## src/rtl/card_trk_pkg.sv

```systemverilog
// Package: shared encodings for the card initialization tracker.
// Assumes: the state values are fixed by the outside interface.
package card_trk_pkg;
    localparam int ST_W  = 3;
    localparam int OP_W  = 3;
    localparam int BW_W  = 2;

    typedef enum logic [ST_W-1:0] {
        ST_OFF   = 3'd0,
        ST_IDLE  = 3'd1,
        ST_READY = 3'd2,
        ST_IDENT = 3'd3,
        ST_STBY  = 3'd4,
        ST_XFER  = 3'd5
    } card_st_e;

    localparam logic [OP_W-1:0] OP_GO_IDLE = 3'd0;
    localparam logic [OP_W-1:0] OP_VOLT    = 3'd1;
    localparam logic [OP_W-1:0] OP_ID_REQ  = 3'd2;
    localparam logic [OP_W-1:0] OP_ADDR    = 3'd3;
    localparam logic [OP_W-1:0] OP_SELECT  = 3'd4;
    localparam logic [OP_W-1:0] OP_SET_BW  = 3'd5;

    localparam logic [BW_W-1:0] BW_1BIT = 2'd0;
    localparam logic [BW_W-1:0] BW_4BIT = 2'd1;
    localparam logic [BW_W-1:0] BW_8BIT = 2'd2;
endpackage

```

## src/rtl/card_trk_pending.sv

```systemverilog
// Module: holds the command that is waiting for its response.
// Assumes: one command in flight at a time. A command is latched only when
// it is legal in the current state; go-idle and card removal drop it.
module card_trk_pending
    import card_trk_pkg::*;
#(
    parameter bit WIDE_OK = 1'b1
) (
    input  logic            clk,
    input  logic            rst_n,
    input  logic            card_present,
    input  logic            cmd_valid,
    input  logic [OP_W-1:0] cmd_op,
    input  logic [BW_W-1:0] cmd_arg,
    input  logic            rsp_valid,
    input  card_st_e        state,
    output logic            pend_vld,
    output logic [OP_W-1:0] pend_op,
    output logic [BW_W-1:0] pend_arg
);
    logic arg_legal;
    logic op_legal;

    // Width argument check; the 8-bit code is a build-time option.
    generate
        if (WIDE_OK) begin : g_wide
            assign arg_legal = (cmd_arg == BW_1BIT) || (cmd_arg == BW_4BIT) ||
                               (cmd_arg == BW_8BIT);
        end else begin : g_narrow
            assign arg_legal = (cmd_arg == BW_1BIT) || (cmd_arg == BW_4BIT);
        end
    endgenerate

    // Decide whether the opcode expects an answer in this state.
    always_comb begin
        case (state)
            ST_IDLE:  op_legal = (cmd_op == OP_VOLT);
            ST_READY: op_legal = (cmd_op == OP_ID_REQ);
            ST_IDENT: op_legal = (cmd_op == OP_ADDR);
            ST_STBY:  op_legal = (cmd_op == OP_SELECT);
            ST_XFER:  op_legal = (cmd_op == OP_SET_BW) && arg_legal;
            default:  op_legal = 1'b0;
        endcase
    end

    // Latch a legal command, retire it on its response.
    always_ff @(posedge clk) begin
        if (!rst_n || !card_present) begin
            pend_vld <= 1'b0;
            pend_op  <= OP_GO_IDLE;
            pend_arg <= BW_1BIT;
        end else if (cmd_valid && cmd_op == OP_GO_IDLE) begin
            pend_vld <= 1'b0;
        end else if (cmd_valid && op_legal) begin
            pend_vld <= 1'b1;
            pend_op  <= cmd_op;
            pend_arg <= cmd_arg;
        end else if (rsp_valid) begin
            pend_vld <= 1'b0;
        end
    end
endmodule

```

## src/rtl/card_trk_fsm.sv

```systemverilog
// Module: card state sequencer and sticky error flag.
// Assumes: responses are only meaningful while a command is pending; a
// timeout beats an accept; only a rejected voltage check counts as error
// among the rejections.
module card_trk_fsm
    import card_trk_pkg::*;
(
    input  logic            clk,
    input  logic            rst_n,
    input  logic            card_present,
    input  logic            go_idle,
    input  logic            rsp_valid,
    input  logic            rsp_ok,
    input  logic            rsp_timeout,
    input  logic            pend_vld,
    input  logic [OP_W-1:0] pend_op,
    output card_st_e        state,
    output logic            err
);
    card_st_e adv_state;
    logic     rsp_live;

    assign rsp_live = rsp_valid && pend_vld;

    // Target state for an accepted response to the pending opcode.
    always_comb begin
        adv_state = state;
        case (pend_op)
            OP_VOLT:   adv_state = ST_READY;
            OP_ID_REQ: adv_state = ST_IDENT;
            OP_ADDR:   adv_state = ST_STBY;
            OP_SELECT: adv_state = ST_XFER;
            default:   adv_state = state;
        endcase
    end

    // State register with removal, go-idle and response handling.
    always_ff @(posedge clk) begin
        if (!rst_n || !card_present) begin
            state <= ST_OFF;
            err   <= 1'b0;
        end else if (go_idle) begin
            state <= ST_IDLE;
            err   <= 1'b0;
        end else if (rsp_live) begin
            if (rsp_timeout) begin
                err <= 1'b1;
            end else if (rsp_ok) begin
                state <= adv_state;
            end else if (pend_op == OP_VOLT) begin
                err <= 1'b1;
            end
        end
    end
endmodule

```

## src/rtl/card_trk_width.sv

```systemverilog
// Module: data bus width register.
// Assumes: a width change is only pending in the transfer state; every
// restart of initialization returns to 1-bit.
module card_trk_width
    import card_trk_pkg::*;
(
    input  logic            clk,
    input  logic            rst_n,
    input  logic            card_present,
    input  logic            go_idle,
    input  logic            rsp_valid,
    input  logic            rsp_ok,
    input  logic            rsp_timeout,
    input  logic            pend_vld,
    input  logic [OP_W-1:0] pend_op,
    input  logic [BW_W-1:0] pend_arg,
    output logic [BW_W-1:0] width
);
    // Load the confirmed width, fall back to 1-bit on any restart.
    always_ff @(posedge clk) begin
        if (!rst_n || !card_present || go_idle) begin
            width <= BW_1BIT;
        end else if (rsp_valid && pend_vld && rsp_ok && !rsp_timeout &&
                     pend_op == OP_SET_BW) begin
            width <= pend_arg;
        end
    end
endmodule

```

## src/rtl/card_init_tracker.sv

```systemverilog
// Module: top of the host-side card initialization tracker.
// Assumes: cmd_valid and rsp_valid are one-cycle strobes from the command
// engine, and a response refers to the latest command.
module card_init_tracker
    import card_trk_pkg::*;
#(
    parameter bit WIDE_OK = 1'b1
) (
    input  logic       clk,
    input  logic       rst_n,
    input  logic       card_present,
    input  logic       cmd_valid,
    input  logic [2:0] cmd_op,
    input  logic [1:0] cmd_arg,
    input  logic       rsp_valid,
    input  logic       rsp_ok,
    input  logic       rsp_timeout,
    output logic [2:0] card_state,
    output logic [1:0] bus_width,
    output logic       xfer_ready,
    output logic       err_flag
);
    card_st_e        st;
    logic            pend_vld;
    logic [OP_W-1:0] pend_op;
    logic [BW_W-1:0] pend_arg;
    logic            go_idle;

    assign go_idle = cmd_valid && (cmd_op == OP_GO_IDLE);

    card_trk_pending #(.WIDE_OK(WIDE_OK)) u_pend (
        .clk(clk), .rst_n(rst_n), .card_present(card_present),
        .cmd_valid(cmd_valid), .cmd_op(cmd_op), .cmd_arg(cmd_arg),
        .rsp_valid(rsp_valid), .state(st),
        .pend_vld(pend_vld), .pend_op(pend_op), .pend_arg(pend_arg)
    );

    card_trk_fsm u_fsm (
        .clk(clk), .rst_n(rst_n), .card_present(card_present),
        .go_idle(go_idle), .rsp_valid(rsp_valid), .rsp_ok(rsp_ok),
        .rsp_timeout(rsp_timeout), .pend_vld(pend_vld), .pend_op(pend_op),
        .state(st), .err(err_flag)
    );

    card_trk_width u_bw (
        .clk(clk), .rst_n(rst_n), .card_present(card_present),
        .go_idle(go_idle), .rsp_valid(rsp_valid), .rsp_ok(rsp_ok),
        .rsp_timeout(rsp_timeout), .pend_vld(pend_vld), .pend_op(pend_op),
        .pend_arg(pend_arg), .width(bus_width)
    );

    assign card_state = st;
    assign xfer_ready = (st == ST_XFER);
endmodule

```

## config.mk

```make
export PLATFORM = sky130hd
export DESIGN_NAME = card_init_tracker
export DESIGN_NICKNAME = d
export VERILOG_FILES = /design/src/rtl/card_trk_pkg.sv /design/src/rtl/card_trk_pending.sv /design/src/rtl/card_trk_fsm.sv /design/src/rtl/card_trk_width.sv /design/src/rtl/card_init_tracker.sv
export SDC_FILE = /design/constraint.sdc
export NUM_CORES = 1
export LEC_CHECK = 0
export ABC_AREA = 1
export CORE_ASPECT_RATIO = 1.1
export CORE_UTILIZATION = 46
export CTS_BUF_LIST = sky130_fd_sc_hd__clkbuf_16
export DETAILED_ROUTE_END_ITERATION = 8
export GPL_ROUTABILITY_DRIVEN = 0
export PLACE_DENSITY = 0.76
export REMOVE_ABC_BUFFERS = 1
export SLEW_MARGIN = 20
export SYNTH_ARGS = -nofsm -noshare
export SYNTH_HDL_FRONTEND = slang
export SYNTH_HIERARCHICAL = 1
export SYNTH_SLANG_ARGS = --single-unit
```

## constraint.sdc

```tcl
create_clock -name clk -period 1.7 [get_ports clk]
set_clock_uncertainty 0.2 [all_clocks]
set_input_delay 0.34 -clock clk [delete_from_list [all_inputs] [get_ports clk]]
set_output_delay 0.34 -clock clk [all_outputs]
set_load 0.05 [all_outputs]
```

Word level (Yosys, flattened, before mapping). Index checks and enable logic that the tools add are counted.

Multiplexer cells: 11. Bitwise gates (word level): 2. Equality and inequality tests: 19. Reductions and logical operators: 27.

Operators by type and width (number): $eq 3x2->1 const B (6); $eq 3x3->1 const B (6); $pmux 3 s4 (1); $eq 3x1->1 const B (3); $mux 1 (9); $reduce_and 4->1 (2); $reduce_bool 2->1 (4); $logic_and 1x1->1 (7); $pmux 1 s5 (1); $reduce_bool 5->1 (1); $logic_or 1x1->1 (4); $ne 2x1->1 const B (2); $reduce_bool 4->1 (1); $logic_not 1->1 (3); $logic_not 3->1 (1); $reduce_and 3->1 (1); $eq 2x1->1 const B (1); $eq 2x2->1 const B (1); $logic_not 2->1 (1); $not 1->1 (2); $reduce_and 2->1 (1); $reduce_or 2->1 (1).

Word-level logic and storage cells: 66. Output and inout bits: 7. Input port bits: 12. Register bits after elaboration: 12.

Depth between registers and ports, before layout.
Depth after elaboration: 7. Gate-level depth with buffers: 9. Depth with buffers taken out: 9.

Hierarchy. Netlist, hierarchy kept.

By module, submodules not included: card_trk_pending (area an instance 356.6 um2, cells each 57, instances 1, sequential area each 120.1 um2); card_trk_fsm (area an instance 222.7 um2, cells each 35, instances 1, sequential area each 80.1 um2); card_trk_width (area an instance 117.6 um2, cells each 20, instances 1, sequential area each 40.0 um2); card_init_tracker (area an instance 30.0 um2, cells each 8, instances 1, sequential area each 0.0 um2).

Least setup slack after synthesis. OpenSTA, ideal clock, no wires.

Path type: reg2out. Start point: register u_fsm.state[0]. End point: output xfer_ready. Arrival time: 1467 ps. Path buffers: 0. Setup slack: -307 ps. Stages on the path, launching flop included: 3. Required time: 1160 ps. Path through: dfxtp_1 > nand2_1 > nor2_1.

Word-level cells in the longest chain between the ends: 1.

RTL lines: from (decl) (RTL line card_trk_fsm.sv:17) `output card_st_e state,`; from (signal assigned) (RTL line card_trk_fsm.sv:49) `state <= adv_state;`; $eq 3x3->1 (RTL line card_init_tracker.sv:53) `assign xfer_ready = (st == ST_XFER);`; to (decl) (RTL line card_init_tracker.sv:20) `output logic xfer_ready,`.

No other way between the ends.

Worst setup path after layout.
Start point: input cmd_arg[0]. End point: register u_pend.pend_op[1].

Word-level cells in the longest chain between the ends: 7. Elaborated cells between the ends (all ways): 9. Classes of those cells: eq/ne: 2; mux: 1; reduce/logical: 6.

RTL lines: from (decl) (RTL line card_init_tracker.sv:14) `input logic [1:0] cmd_arg,`; $eq 2x1->1 or $logic_not 2->1 (tied branches) (RTL line card_trk_pending.sv:27) `assign arg_legal = (cmd_arg == BW_1BIT) || (cmd_arg == BW_4BIT) ||`; $logic_or 1x1->1 (RTL line card_trk_pending.sv:27); $logic_or 1x1->1 * (RTL line card_trk_pending.sv:27); $logic_and 1x1->1 * (RTL line card_trk_pending.sv:41) `ST_XFER: op_legal = (cmd_op == OP_SET_BW) && arg_legal;`; $pmux 1 s5 * (RTL line card_trk_pending.sv:36) `case (state)`; $logic_and 1x1->1 * (RTL line card_trk_pending.sv:54) `end else if (cmd_valid && op_legal) begin`; $reduce_and 2->1 (no source line) *; to (signal assigned) (RTL line card_trk_pending.sv:56) `pend_op <= cmd_op;`; to (decl) (RTL line card_trk_pending.sv:18) `output logic [OP_W-1:0] pend_op,`.

Every way passes the cells marked *; elsewhere a longest branch is shown, timed or not. A chain may end at the register's enable or synchronous reset.

==> flow_summary.yaml <==
placement:
  dpl_cell_area_mm2: 0.00104
  dp.cells: 160
  dp_slack_ps: -169
  hpwl_um: 1290
  numPortBuffers: 18
clock_tree:
  clockBufferDepth: 2
  hold_buffers: 0
  cts_tree: "built"
  post_cts.repair.setup_buffers: 0
  clk_pin_slew_ps: 40
  h-tree-depth: 1
  clock-sinks: 12
  numCtsBuffers: 3
  cts.root.buffer_cell: "clkbuf_16"
  clkLatencyLatePin_ps: 230
logic_synthesis:
  synthDistinctLibCells: 17
  syn_inst: 120
  syn_area_per_cell_um2: 6.06
  synth_seq_cells: 12
  yosysSeqAreaShare_pct: 33.0
  synth.largest_area_cell: "dfxtp_1"
  netlist_area_um2: 727
  synth_top_area_share_pct: 33.0
  synthTopCellsByArea: "dfxtp_1 (33%), nand2_1 (19%), inv_1 (10%), nor2_1 (7.7%), nand3_1 (5.5%)"
  synth.yosys.warnings: 6
finish:
  n_antenna_cell: 0
  final_cell_area_mm2: 0.00113
  final_nets: 161
  layout-drive-gt1-share_pct: 23.0
  instances_no_fill: 164
  areaGrowthSynthToFinish_pct: 55.4
timing:
  drv_slew: 0
  maxSlewHeadroom_pct: 81.6
  max_freq_mhz: 634
  period_minus_slack_ps: 1580
  setup_tns_ps: 0
  setup_viol: 0
  worstMarginPinSlew_ps: 276
  hold_slack_ps: 289
  rsz0062_at_grt: "no"
  finalWorstSetupSlack_ps: 122
  hold_viol: 0
  fin_crit_sh_pct: 92.8
grt:
  grt_pass1_wl_um: 2990
  antenna_found_initial: 0
  grt_overflow: 0
  grt_max_degree: 8
  grt.total_usage_pct: 25.4
  grt_pass1_vias: 760
die:
  io_pins: 19
  coreArea_mm2: 0.00142
  start_util_pct: 51.2
  rows: 14
  die-width_um: 39.9
  die_y_um: 43.7
  fp.dieArea_mm2: 0.00174
route:
  route.detailed.wl_per_inst_um: 11.1
  drt-initial-drc-count: 14
  vias_per_cell: 5.09
  antenna_left: 0
  drcViolationCount: 0
  firstDrtPassIters: 4
  wl_um: 1820
  num_vias: 834
power:
  leakagePower_uw: 0.000491
  powerDensity_mw_per_mm2: 688
  ir_worst_vdd_mv: 0.400
outcome:
  status: "completed"
critical_path:
  startpoint_type: "input pin"
  cp-end-kind: "register"
  arrival_ps: 1500
  crit_fanout: 7
  cp.required_ps: 1620
  critical_path_class: "in2reg"
run:
  cap_violations: 0
min_path:
  hold_class: "reg2reg"
## final timing paths
kind | endpoint | cells past startpoint | from | slack, ps
max | u_pend/pend_op[1]$_SDFFE_PP0P_ | 10 | cmd_arg[0] | 120
min | u_fsm/err$_SDFFE_PP0P_ | 2 | u_fsm/err$_SDFFE_PP0P_ | 290
max reg2reg | u_pend/pend_op[1]$_SDFFE_PP0P_ | 7 | u_fsm/state[1]$_SDFFE_PP0P_ | 190
min reg2reg | u_fsm/err$_SDFFE_PP0P_ | 2 | u_fsm/err$_SDFFE_PP0P_ | 290
## cells in the final DEF, fill, tap and decap left out
master and count:
nor2_2 5, clkinv_1 1, o21ai_1 2, a21boi_1 1
nand2_2 2, nand4_1 2, inv_1 20, a21oi_2 3
buf_12 7, nor2_1 13, inv_2 4, clkdlybuf4s50_1 9
nand3_4 1, nand3_2 1, nand2_1 36, nand3_1 8
dlymetal6s2s_1 1, buf_4 6, dlygate4sd2_1 1, dfxtp_2 2
o21ai_0 3, a21oi_1 7, dfxtp_1 10, clkbuf_16 3
## power breakdown
group	leakage (µW)	internal, µW	total (µW)	switching [µW]
sequential	0.0000976	283	284	0.969
combinational	0.000355	39.3	74.0	34.7
clock	0.0000385	309	420	111
total	0.000491	631	778	147
## final cells by class
type | instances | area (µm²)
sequential | 12 | 243
inverter | 24 | 90.1
clock inverter | 1 | 3.75
fill | 102 | 289
multi-input combinational | 84 | 402
tap | 16 | 20.0
clock buffer | 3 | 75.1
timing repair buffer | 24 | 297
## kinds of logic after synthesis
kind of cell	Yosys count	synth area share, %
AO/OA/AOI/OAI	16	12.9
buffers and inverters	24	12.4
AND/OR/NAND/NOR	68	41.7
flip-flops	12	33.0
## registers in the layout, indices dropped and copies added (netlist names)
| register | cells |
|---|---|
| u_pend/pend_op | 3 |
| u_fsm/state | 3 |
| u_bw/width | 2 |
| u_pend/pend_vld | 1 |
| u_pend/pend_arg | 2 |
| u_fsm/err | 1 |
## synth_stat cells
library cell / number
a21boi_1: 1
a21oi_1: 7
a21oi_2: 3
clkinv_1: 1
dfxtp_1: 12
inv_1: 20
inv_2: 3
nand2_1: 36
nand2_2: 2
nand3_1: 8
nand3_2: 1
nand3_4: 1
nand4_1: 2
nor2_1: 15
nor2_2: 3
o21ai_0: 3
o21ai_1: 2
## timing repair
item	in CTS	in global routing
pin swaps	0	1
resized for setup	3	4
hold endpoints to repair	0	0
setup endpoints to repair	2	6
gates cloned	0	0
## stage by stage
step	power (µW)	utilization [%]
global placement	360	73.5
floorplan	316	-
detailed placement	362	73.5
CTS	783	79.2
global route	811	79.6
finish	778	79.6
## worst max-delay path, stage by stage
cell and delay [ps]:
clkdlybuf4s50_1 480, nand2_1 60, nand2_1 50, nand2_1 50, nand3_1 80, nand2_2 90
nand3_4 110, inv_2 50, nor2_2 130, nor2_1 70
## per-layer routing
layer	part of all wire, %	routed length, µm	vias to the layer above	GRT usage [%]
met1	40	723	383	27.1
met4	2.1	38	0	13.1
met3	3.9	71	4	5.64
met5	0	0	-	0
met2	54	985	23	44.2
li1	-	-	424	-
(Power assumes the default switching activity.)
